==> config.mk <==
export PLATFORM = sky130hd
export DESIGN_NAME = ls_lane_unit
export DESIGN_NICKNAME = d
export VERILOG_FILES = /design/src/rtl/lane_pkg.sv /design/src/rtl/lane_ctrl.sv /design/src/rtl/lane_datapath.sv /design/src/rtl/ls_lane_unit.sv
export SDC_FILE = /design/constraint.sdc
export NUM_CORES = 1
export LEC_CHECK = 0
export BUFFER_PORTS_ARGS = -buffer_cell sky130_fd_sc_hd__buf_2
export CAP_MARGIN = 5
export CORE_ASPECT_RATIO = 1.75
export CORE_MARGIN = 4
export CORE_UTILIZATION = 46
export CTS_CLUSTER_SIZE = 25
export DETAILED_ROUTE_END_ITERATION = 10
export PLACE_DENSITY = 0.82
export SLEW_MARGIN = 10
export SYNTH_ARGS = -nofsm -noshare
export SYNTH_HDL_FRONTEND = slang
export SYNTH_SLANG_ARGS = --single-unit
==> constraint.sdc <==
create_clock -name clk -period 2.7 [get_ports clk]
set_input_delay 0.135 -clock clk [delete_from_list [all_inputs] [get_ports clk]]
set_output_delay 0.135 -clock clk [all_outputs]
set_load 0.01 [all_outputs]
==> src/rtl/lane_pkg.sv <==
package lane_pkg;
  localparam int DATA_W = 32;
  localparam int LANES  = DATA_W / 8;
  localparam int LANE_W = $clog2(LANES);

  localparam logic [1:0] SZ_BYTE = 2'b00;
  localparam logic [1:0] SZ_HALF = 2'b01;

  typedef struct packed {
    logic              capture;
    logic [LANE_W-1:0] lane;
    logic [1:0]        size;
    logic              signExt;
  } laneCtrlT;
endpackage

==> src/rtl/lane_ctrl.sv <==
module lane_ctrl
  import lane_pkg::*;
#(
  parameter int ADDR_W = 32,
  parameter int OFF_W  = 16
) (
  input  logic              clk,
  input  logic              rst_n,
  input  logic              reqValid,
  input  logic              reqStore,
  input  logic [1:0]        reqSize,
  input  logic              reqSigned,
  input  logic [ADDR_W-1:0] baseAddr,
  input  logic [OFF_W-1:0]  offset,
  input  logic              memRdValid,
  output logic [ADDR_W-1:0] memAddr,
  output logic [LANES-1:0]  memByteEn,
  output logic              memRead,
  output logic              fault,
  output laneCtrlT          ctrl
);
  localparam int EXT_W = ADDR_W - OFF_W;

  logic [LANE_W-1:0] lane;
  logic              isWord, isHalf, misAligned, goAccess;
  logic [LANE_W-1:0] pendLane;
  logic [1:0]        pendSize;
  logic              pendSigned;

  assign memAddr    = baseAddr + {{EXT_W{offset[OFF_W-1]}}, offset};
  assign lane       = memAddr[LANE_W-1:0];
  assign isWord     = reqSize[1];
  assign isHalf     = (reqSize == SZ_HALF);
  assign misAligned = isWord ? (|lane) : (isHalf ? lane[0] : 1'b0);
  assign fault      = reqValid & misAligned;
  assign goAccess   = reqValid & ~misAligned;
  assign memRead    = goAccess & ~reqStore;

  always_comb begin
    memByteEn = '0;
    if (goAccess && reqStore) begin
      if (isWord)      memByteEn = '1;
      else if (isHalf) memByteEn = lane[1] ? 4'b0011 : 4'b1100;
      else             memByteEn = 4'b1000 >> lane;
    end
  end

  always_ff @(posedge clk or negedge rst_n) begin
    if (!rst_n) begin
      pendLane   <= '0;
      pendSize   <= '0;
      pendSigned <= 1'b0;
    end else if (memRead) begin
      pendLane   <= lane;
      pendSize   <= reqSize;
      pendSigned <= reqSigned;
    end
  end

  assign ctrl = '{capture: memRdValid, lane: pendLane, size: pendSize, signExt: pendSigned};


  a_r4_fault_quiet: assert property (@(posedge clk) disable iff (!rst_n)
    fault |-> (memByteEn == 4'b0000 && !memRead));
  a_r4_fault_needs_req: assert property (@(posedge clk) disable iff (!rst_n)
    fault |-> reqValid);

  a_r2_word_misaligned: assert property (@(posedge clk) disable iff (!rst_n)
    (reqValid && reqSize[1] && memAddr[1:0] != 2'b00) |-> fault);

  a_r3_byte_never_faults: assert property (@(posedge clk) disable iff (!rst_n)
    (reqValid && reqSize == SZ_BYTE) |-> !fault);

  a_r5_byte_onehot: assert property (@(posedge clk) disable iff (!rst_n)
    (reqValid && reqStore && reqSize == SZ_BYTE) |-> $onehot(memByteEn));
  a_r5_half_pair: assert property (@(posedge clk) disable iff (!rst_n)
    (reqValid && reqStore && !fault && reqSize == SZ_HALF) |->
      (memByteEn == 4'b1100 || memByteEn == 4'b0011));
  a_r5_no_store_no_enable: assert property (@(posedge clk) disable iff (!rst_n)
    !(reqValid && reqStore) |-> (memByteEn == 4'b0000));
endmodule

==> src/rtl/lane_datapath.sv <==
module lane_datapath
  import lane_pkg::*;
(
  input  logic              clk,
  input  logic              rst_n,
  input  logic [1:0]        reqSize,
  input  logic [DATA_W-1:0] storeData,
  input  logic [DATA_W-1:0] memRdData,
  input  laneCtrlT          ctrl,
  output logic [DATA_W-1:0] memWrData,
  output logic [DATA_W-1:0] loadData,
  output logic              loadValid
);
  localparam int HALF_W = DATA_W / 2;

  logic [7:0]        pickByte;
  logic [HALF_W-1:0] pickHalf;
  logic [DATA_W-1:0] extended;
  logic [1:0]        resSize;
  logic              resSigned;

  always_comb begin
    if (reqSize[1])             memWrData = storeData;
    else if (reqSize == SZ_HALF) memWrData = {2{storeData[HALF_W-1:0]}};
    else                        memWrData = {LANES{storeData[7:0]}};
  end

  always_comb begin
    pickByte = memRdData[8*(LANES-1-int'(ctrl.lane)) +: 8];
    pickHalf = ctrl.lane[1] ? memRdData[HALF_W-1:0] : memRdData[DATA_W-1:HALF_W];
    if (ctrl.size[1])
      extended = memRdData;
    else if (ctrl.size == SZ_HALF)
      extended = {{HALF_W{ctrl.signExt & pickHalf[HALF_W-1]}}, pickHalf};
    else
      extended = {{(DATA_W-8){ctrl.signExt & pickByte[7]}}, pickByte};
  end

  always_ff @(posedge clk or negedge rst_n) begin
    if (!rst_n) begin
      loadData  <= '0;
      loadValid <= 1'b0;
      resSize   <= '0;
      resSigned <= 1'b0;
    end else begin
      loadValid <= ctrl.capture;
      if (ctrl.capture) begin
        loadData  <= extended;
        resSize   <= ctrl.size;
        resSigned <= ctrl.signExt;
      end
    end
  end


  a_r10_valid_follows: assert property (@(posedge clk) disable iff (!rst_n)
    ctrl.capture |=> loadValid);
  a_r10_valid_idle: assert property (@(posedge clk) disable iff (!rst_n)
    !ctrl.capture |=> !loadValid);

  a_r7_byte_zero_fill: assert property (@(posedge clk) disable iff (!rst_n)
    (loadValid && resSize == SZ_BYTE && !resSigned) |-> (loadData[DATA_W-1:8] == '0));
  a_r7_byte_sign_fill: assert property (@(posedge clk) disable iff (!rst_n)
    (loadValid && resSize == SZ_BYTE && resSigned) |->
      (loadData[DATA_W-1:8] == {(DATA_W-8){loadData[7]}}));

  a_r8_half_zero_fill: assert property (@(posedge clk) disable iff (!rst_n)
    (loadValid && resSize == SZ_HALF && !resSigned) |-> (loadData[DATA_W-1:HALF_W] == '0));
  // result register holds between returns
  a_r10_hold: assert property (@(posedge clk) disable iff (!rst_n)
    !ctrl.capture |=> $stable(loadData));
endmodule

==> src/rtl/ls_lane_unit.sv <==
module ls_lane_unit
  import lane_pkg::*;
#(
  parameter int ADDR_W = 32,
  parameter int OFF_W  = 16
) (
  input  logic              clk,
  input  logic              rst_n,
  input  logic              reqValid,
  input  logic              reqStore,
  input  logic [1:0]        reqSize,
  input  logic              reqSigned,
  input  logic [ADDR_W-1:0] baseAddr,
  input  logic [OFF_W-1:0]  offset,
  input  logic [DATA_W-1:0] storeData,
  output logic [ADDR_W-1:0] memAddr,
  output logic [LANES-1:0]  memByteEn,
  output logic [DATA_W-1:0] memWrData,
  output logic              memRead,
  output logic              fault,
  input  logic              memRdValid,
  input  logic [DATA_W-1:0] memRdData,
  output logic [DATA_W-1:0] loadData,
  output logic              loadValid
);
  laneCtrlT ctrl;

  lane_ctrl #(.ADDR_W(ADDR_W), .OFF_W(OFF_W)) u_ctrl (
    .clk(clk), .rst_n(rst_n), .reqValid(reqValid), .reqStore(reqStore),
    .reqSize(reqSize), .reqSigned(reqSigned), .baseAddr(baseAddr),
    .offset(offset), .memRdValid(memRdValid), .memAddr(memAddr),
    .memByteEn(memByteEn), .memRead(memRead), .fault(fault), .ctrl(ctrl)
  );

  lane_datapath u_data (
    .clk(clk), .rst_n(rst_n), .reqSize(reqSize), .storeData(storeData),
    .memRdData(memRdData), .ctrl(ctrl), .memWrData(memWrData),
    .loadData(loadData), .loadValid(loadValid)
  );
endmodule

==> flow_metrics.tcl, run 1 <==
set metrics [dict create \
    status "completed" \
    ctsHtreeMaxLevel 2 \
    cts_buffer_depth 2 \
    yosys.area_share.simple_pct 17.53 \
    antenna_found_initial 0 \
    clkSlewWorstSetupHoldPaths_ns 0.05 \
    start_kind "input pin" \
    clock-sinks 38 \
    crit_path_frequent_cell "buf_2" \
    synth_top_area_share_pct 23.21 \
    ff2ff_setup_slack_ns 0.85 \
    fin_util_pct 63.94 \
    fillers 799 \
    final.period_utilization_pct 97.92 \
    cts_buffers 5 \
    netlist_top_cells_area "dfrtp_1 23%, ha_1 9.5%, a21oi_1 8.2%" \
    synth-xor-area-share_pct 6.840 \
    fin_tns_setup_ns 0 \
    grt_pass1_wl_microns 22630 \
    rows 45 \
    syn_inst 516 \
    area_delta_synth_final_pct 35.30 \
    yosysSeqAreaShare_pct 23.21 \
    crit_fanout 3 \
    yosysTopAreaCell "dfrtp_1" \
    rsz0062_at_grt "true" \
    n_antenna_cell 0 \
    cap_violations 0 \
    fin_crit_ns 2.644 \
    p_sw_w 0.001238 \
    seq_power_share_pct 26.9 \
    vdd_ir_drop_max_mv 0.2901 \
    synth_top_family_by_area "compound AO/OA/AOI/OAI gates" \
    dr.first_iter.drc_count 215 \
    use_met3_pct 2.725 \
    hold_viol_final 0 \
    max_clock_freq_mhz 378.2 \
    ios 223 \
    leakage_nw 2.772 \
    critPathKind "input pin to output port" \
    power_frac_clock_pct 18.0 \
    combPwrFrac_pct 55.1 \
    slowest_stage "fa_2" \
    vias 4842 \
    wl_per_cell_microns 17.46 \
    end_kind "output port" \
    drive_above_1_share_pct 39.73 \
    critPathArrivalTime_ns 2.51 \
    hpwlAfterDp_microns 12330 \
    setup_slack_ns 0.05604 \
    hp-class "input pin to register" \
    detail-route-antenna-nets 0 \
    grt_max_degree 39 \
    synthAdderAreaFrac_pct 9.954 \
    port_buffers 222 \
    path_cells "buf_2, ha_4, fa_2, a21o_4, a221oi_4, nor2_4, o31ai_4, o41ai_2, a31oi_1, xnor2_1, buf_2" \
    muxShareOfSynthArea_pct 9.679 \
    via_per_inst 5.717 \
    p_int_w 0.001759 \
    coreArea_sq_um 8671 \
    use_met1_pct 26.72 \
    swShare_pct 41.31 \
    required_ns 2.57 \
    clkLatencyLatePin_ns 0.27 \
    finalClockSkew_ns 0.002754 \
    cts-root-buf "clkbuf_16" \
    synth.avg_cell_area_sq_um 7.941 \
    drt_wl_total_microns 14790 \
    synth_ff_type "dfrtp_1" \
    ys_seq_elements 38 \
    netlist_area_sq_um 4098 \
    max_stage_delay_ns 0.38 \
    drc 0 \
    place_ws_ns -0.05340 \
    start_util_pct 47.26 \
    finish.net_count 882 \
    synth_cell_types 59 \
    die_h_microns 132.9 \
    synth_compound_area_share_pct 27.39 \
    async_flop_share_pct 100.0 \
    synth-edff-count 0 \
    relSlewSlack_pct 43.01 \
    slew_violations 0 \
    die-area_sq_um 10540 \
    grt_overflow 0 \
    grtUsageTotal_pct 26.76 \
    syn-num-nets 668 \
    cts_tree "done" \
    die_w_microns 79.35 \
    gp_congestion 0.9701 \
    grt_pass1_vias 4825 \
    grt.busiest_layer "met2" \
    setup_viol 0 \
    met2_usage_pct 51.97 \
    powerDensity_nw_per_um2 540.6 \
    worst_pin_slew_ns 0.8549 \
    first_pass_iters 4 \
    yosys_warnings 0 \
]
synth_stat cells, types with 3 or more instances:
master,n
a31oi_1,7
a21o_2,4
nand3_1,7
o21ai_0,28
ha_1,31
a21o_1,11
a221oi_1,7
mux2_2,19
nor3_1,7
and3_1,5
inv_1,11
dfrtp_1,38
clkbuf_1,19
nand2_1,55
a21boi_0,3
a211oi_1,11
nand2b_1,5
buf_2,3
nand4_1,3
xor2_1,8
and2_1,3
a21oi_1,67
buf_4,8
a22o_1,8
nor2_1,61
mux2i_1,16
or3_1,3
xnor2_1,24
o21bai_1,6
power groups by stage:
stage / Sequential, W / Combinational (W) / Clock (W)
4_1_cts: 0.000804 / 0.00163 / 0.000551
6_report: 0.000806 / 0.00165 / 0.000540
2_1_floorplan: 0.000852 / 0.000938 / 0
3_5_place_dp: 0.000812 / 0.00161 / 0
5_1_grt: 0.000822 / 0.00180 / 0.000573
3_3_place_gp: 0.000805 / 0.00158 / 0
layout make-up:
class / count / area (sq um) / share of cell area [%]
Clock buffer: 5 / 125.1 / 2.257
Clock inverter: 2 / 10.01 / 0.1805
Inverter: 11 / 41.29 / 0.7448
Multi-Input combinational cell: 433 / 3012 / 54.32
Sequential cell: 38 / 950.9 / 17.15
Tap cell: 117 / 146.4 / 2.640
Timing Repair Buffer: 241 / 1259 / 22.70
cell families after synthesis:
logic type / Yosys count
AOI/OAI and AO/OA: 171
xor gates and xnor gates: 32
adders and majority gates: 32
buffers and inverters: 45
DFF: 38
muxes: 36
and+or+nand+nor: 162
what timing repair did:
action | in CTS | in global routing
setup buffers | 0 | 1
hold buffers | 1 | 0
endpoints found under the setup margin | 5 | 10
gates resized for setup | 1 | 12
pin swaps | 1 | 9
endpoints found under the hold margin | 38 | 0
critical path, delay by kind of cell:
kind	cells	cell delay [ns]
buffers and inverters	2	0.28
AND/OR/NAND/NOR	1	0.11
XOR/XNOR	1	0.16
adder cells (fa/ha/maj)	2	0.54
AO/OA/AOI/OAI	5	1.28
path summary, 6_finish.rpt:
path | startpoint | to | cells past startpoint
setup / recovery | offset[0] | memAddr[26] | 11
hold / removal | reqSigned | u_ctrl.pendSigned$_DFFE_PN0P_ | 3
setup reg to reg | u_ctrl.pendLane[1]$_DFFE_PN0P_ | u_data.loadData[26]$_DFFE_PN0P_ | 8
hold reg to reg | u_ctrl.pendSigned$_DFFE_PN0P_ | u_ctrl.pendSigned$_DFFE_PN0P_ | 2
max in group asynchronous | rst_n | u_data.loadData[29]$_DFFE_PN0P_ | 2
min in group asynchronous | rst_n | u_data.loadData[4]$_DFFE_PN0P_ | 2
state kept, by name, indices dropped and copies added (netlist names):
name and count:
u_ctrl.pendLane 2, u_data.loadValid 1, u_ctrl.pendSigned 1, u_ctrl.pendSize 2, u_data.loadData 32
cells in the final DEF, fill, tap and decap left out, types with 2 or more instances in the layout:
| master | synthesis | final |
|---|---|---|
| buf_2 | 3 | 221 |
| a21oi_1 | 67 | 67 |
| nor2_1 | 61 | 61 |
| nand2_1 | 55 | 55 |
| dfrtp_1 | 38 | 38 |
| ha_1 | 31 | 30 |
| o21ai_0 | 28 | 28 |
| xnor2_1 | 24 | 24 |
| mux2_2 | 19 | 19 |
| buf_4 | 8 | 18 |
| mux2i_1 | 16 | 16 |
| a21o_1 | 11 | 11 |
| a211oi_1 | 11 | 11 |
| inv_1 | 11 | 11 |
| xor2_1 | 8 | 8 |
| a22o_1 | 8 | 8 |
| nand3_1 | 7 | 7 |
| a221oi_1 | 7 | 7 |
| nor3_1 | 7 | 6 |
| a31oi_1 | 7 | 6 |
| o21bai_1 | 6 | 6 |
| and3_1 | 5 | 5 |
| nand2b_1 | 5 | 5 |
| clkbuf_16 | 0 | 5 |
| nand4_1 | 3 | 3 |
| or3_1 | 3 | 3 |
| a21o_2 | 4 | 3 |
| and2_1 | 3 | 3 |
| a21boi_0 | 3 | 3 |
| and3_2 | 2 | 2 |
| o2111ai_1 | 2 | 2 |
| nor2b_1 | 2 | 2 |
| nand3b_1 | 2 | 2 |
| a211o_1 | 2 | 2 |
| a2111oi_4 | 1 | 2 |
| o221ai_1 | 2 | 2 |
| a22oi_1 | 2 | 2 |
| clkinv_2 | 0 | 2 |
routing by layer:
| metal | routed length [microns] | up-vias |
|---|---|---|
| met5 | 0 | - |
| met4 | 639 | 0 |
| met3 | 891 | 36 |
| met2 | 8167 | 238 |
| met1 | 5093 | 2269 |
| li1 | - | 2299 |
through the flow:
| step | cells | instance area [sq um] | hold WS (ns) | power [W] |
|---|---|---|---|---|
| 2_1_floorplan | 516 | 4098 | -0.1606 | 0.001789 |
| 3_3_place_gp | 838 | 5303 | 0.2658 | 0.002386 |
| 3_5_place_dp | 838 | 5303 | 0.2755 | 0.002425 |
| 4_1_cts | 846 | 5459 | 0.04746 | 0.002981 |
| 5_1_grt | 847 | 5544 | 0.06172 | 0.003196 |
| 6_report | 847 | 5544 | 0.05129 | 0.002997 |
Power figures use the tool's default switching activity.
==> run 2: changes to the inputs <==
--- a/config.mk
+++ b/config.mk
@@ -5,14 +5,15 @@
 export SDC_FILE = /design/constraint.sdc
 export NUM_CORES = 1
 export LEC_CHECK = 0
+export ABC_AREA = 1
 export BUFFER_PORTS_ARGS = -buffer_cell sky130_fd_sc_hd__buf_2
 export CAP_MARGIN = 5
 export CORE_ASPECT_RATIO = 1.75
 export CORE_MARGIN = 4
-export CORE_UTILIZATION = 46
+export CORE_UTILIZATION = 49
 export CTS_CLUSTER_SIZE = 25
 export DETAILED_ROUTE_END_ITERATION = 10
-export PLACE_DENSITY = 0.82
+export PLACE_DENSITY = 0.83
 export SLEW_MARGIN = 10
 export SYNTH_ARGS = -nofsm -noshare
 export SYNTH_HDL_FRONTEND = slang
==> run 2 against run 1 <==
  * Largest cell class unchanged
  * Utilization decreased by 1.1 points
  * Register-to-register slack better by 0.07 ns
  * Via count up 23%
  * Largest power group unchanged
  * Routed wire length is 9.4% higher
  * Combinational power grew 5%
  * Total power up 4.4%
  * Area after synthesis increased by 20%
  * Design area is 12% higher
==> flow_metrics.tcl, run 2 <==
set metrics [dict create \
    detail-route-antenna-nets 0 \
    grtUsageTotal_pct 26.87 \
    die_h_microns 140.5 \
    grt_overflow 0 \
    reg_top3 "u_data.loadData x32, u_ctrl.pendLane x2, u_ctrl.pendSize x2" \
    port_buffers 222 \
    crit_fanout 4 \
    grt_max_degree 39 \
    first_pass_iters 5 \
    rsz0062_at_grt "false" \
    yosysTopAreaCell "nand2_1" \
    synth_most_common_cell "nand2_1" \
    cts_buffers 5 \
    layout_common_cells "341 x nand2_1, 222 x buf_2, 139 x inv_1" \
    multi_input_area_sq_um 3239 \
    vdd_ir_drop_max_mv 0.4625 \
    finish.net_count 1214 \
    die-area_sq_um 11750 \
    clock-sinks 38 \
    dr.first_iter.drc_count 247 \
    post_cts_resized 0 \
    drive_above_1_share_pct 24.13 \
    critPathKind "input pin to output port" \
    synth_top_area_share_pct 26.06 \
    worst_pin_slew_ns 0.9254 \
    netlist_area_sq_um 4912 \
    slew_violations 0 \
    async_flop_share_pct 100.0 \
    via_per_inst 5.007 \
    synth_ff_type "dfrtp_1" \
    top_register "u_data.loadData" \
    syn-num-nets 1009 \
    area_delta_synth_final_pct 26.01 \
    wl_per_cell_microns 13.64 \
    ys_seq_elements 38 \
    ff_latch_area_sq_um 950.9 \
    critPathArrivalTime_ns 1.96 \
    start_util_pct 49.87 \
    hp-class "input pin to register" \
    netlist_top_cells_area "nand2_1 26%, dfrtp_1 19%, inv_1 11%" \
    synth_cell_types 35 \
    fillers 995 \
    coreArea_sq_um 9849 \
    ios 223 \
    final.period_utilization_pct 77.57 \
    finalClockSkew_ns 0.002358 \
    yosys_warnings 0 \
    largest_register_ffs 32 \
    synth-edff-count 0 \
    die_w_microns 83.69 \
    leakage_nw 3.911 \
    cts_buffer_depth 2 \
    fin_util_pct 62.84 \
    ys_top_cells_by_count "341 x nand2_1, 139 x inv_1, 65 x nor2_1" \
    fin_crit_ns 2.095 \
    grt_pass1_wl_microns 26120 \
    clkSlewWorstSetupHoldPaths_ns 0.05 \
    cts-root-buf "clkbuf_16" \
    setup_viol 0 \
    whs_path_depth 3 \
    cts_tree "done" \
    drt_wl_total_microns 16180 \
    layout_commonest_cell "nand2_1" \
    end_kind "output port" \
    setup_slack_ns 0.6055 \
    max_clock_freq_mhz 477.4 \
    place_ws_ns 0.6072 \
    antenna_found_initial 0 \
    clkLatencyLatePin_ns 0.28 \
    status "completed" \
    syn_inst 857 \
    hpwlAfterDp_microns 13720 \
    yosysSeqAreaShare_pct 19.36 \
    worst_r2r_path_depth 7 \
    cap_violations 0 \
    start_kind "input pin" \
    n_antenna_cell 0 \
    drc 0 \
    rows 48 \
    synth.avg_cell_area_sq_um 5.732 \
    relSlewSlack_pct 38.24 \
    vias 5938 \
    grt_pass1_vias 5715 \
    ctsHtreeMaxLevel 2 \
    powerDensity_nw_per_um2 505.7 \
    required_ns 2.57 \
    hold_viol_final 0 \
    gp_congestion 1.006 \
    fin_tns_setup_ns 0 \
]
run 2: worst paths after layout:
kind                       slack (ns)                               to                            start
setup / recovery                 0.61                      memAddr[28]                        offset[0]
hold / removal                   0.06    u_ctrl.pendSigned$_DFFE_PN0P_                        reqSigned
setup reg to reg                 0.92  u_data.loadData[21]$_DFFE_PN0P_   u_ctrl.pendSize[0]$_DFFE_PN0P_
hold reg to reg                  0.47  u_data.loadData[10]$_DFFE_PN0P_  u_data.loadData[10]$_DFFE_PN0P_
max in group asynchronous        1.66  u_data.loadData[28]$_DFFE_PN0P_                            rst_n
min in group asynchronous        0.50       u_data.loadValid$_DFF_PN0_                            rst_n
run 2: logic make-up after synthesis:
kind of cell | after synthesis | synth area share (%)
adders and majority gates | 32 | 8.304
xor gates and xnor gates | 16 | 2.853
AOI/OAI and AO/OA | 126 | 16.23
buffers and inverters | 174 | 14.70
and+or+nand+nor | 471 | 38.56
DFF | 38 | 19.36
run 2: per-stage QoR:
step                      hold slack, ns  cell area [sq um]  instances  total power (W)
final                            0.06416               6190       1186         0.003130
after global routing             0.08283               6190       1186         0.003381
after CTS                        0.05980               6190       1186         0.003147
after detailed placement          0.2855               6041       1179         0.002567
after global placement            0.2752               6041       1179         0.002542
after floorplan                  -0.1606               4912        857         0.001975
run 2: power breakdown:
group	internal [W]	switching (W)	leakage, nW	total, W
combinational	0.000657	0.00108	3.38	0.00174
clock	0.000356	0.000208	0.0688	0.000565
sequential	0.000721	0.000104	0.458	0.000825
run 2: worst max-delay path, cell delays in order:
cell and delay (ns):
buf_2 0.10, ha_1 0.24, fa_1 0.46, nand3_1 0.11, nand3_1 0.10, nand2_1 0.07
nand2_1 0.12, nand2_1 0.09, nand2_1 0.13, nand2_1 0.12, nand2_1 0.05, nand2_1 0.05
nand2_1 0.04, buf_2 0.13
run 2: repair_timing:
action / in CTS / in global routing
buffers inserted: 0 / 0
hold endpoints to repair: 38 / 0
hold buffers: 1 / 0
run 2: per-layer routing:
layer / vias to the layer above / global-route usage, % / wire length [microns] / share of wire (%)
met2: 249 / 50.82 / 8415 / 52
met1: 2594 / 28.58 / 5923 / 37
met4: 0 / 13.31 / 765 / 4.7
li1: 3051 / - / - / -
met5: - / 0 / 0 / 0
met3: 44 / 3.590 / 1075 / 6.6
run 2: cell type report:
cell class | instances | share of cell area (%)
well taps | 125 | 2.527
multi-input cells | 645 | 52.33
repair buffers | 228 | 18.72
flip-flops and latches | 38 | 15.36
clock buffers | 6 | 2.244
inverters | 144 | 8.813
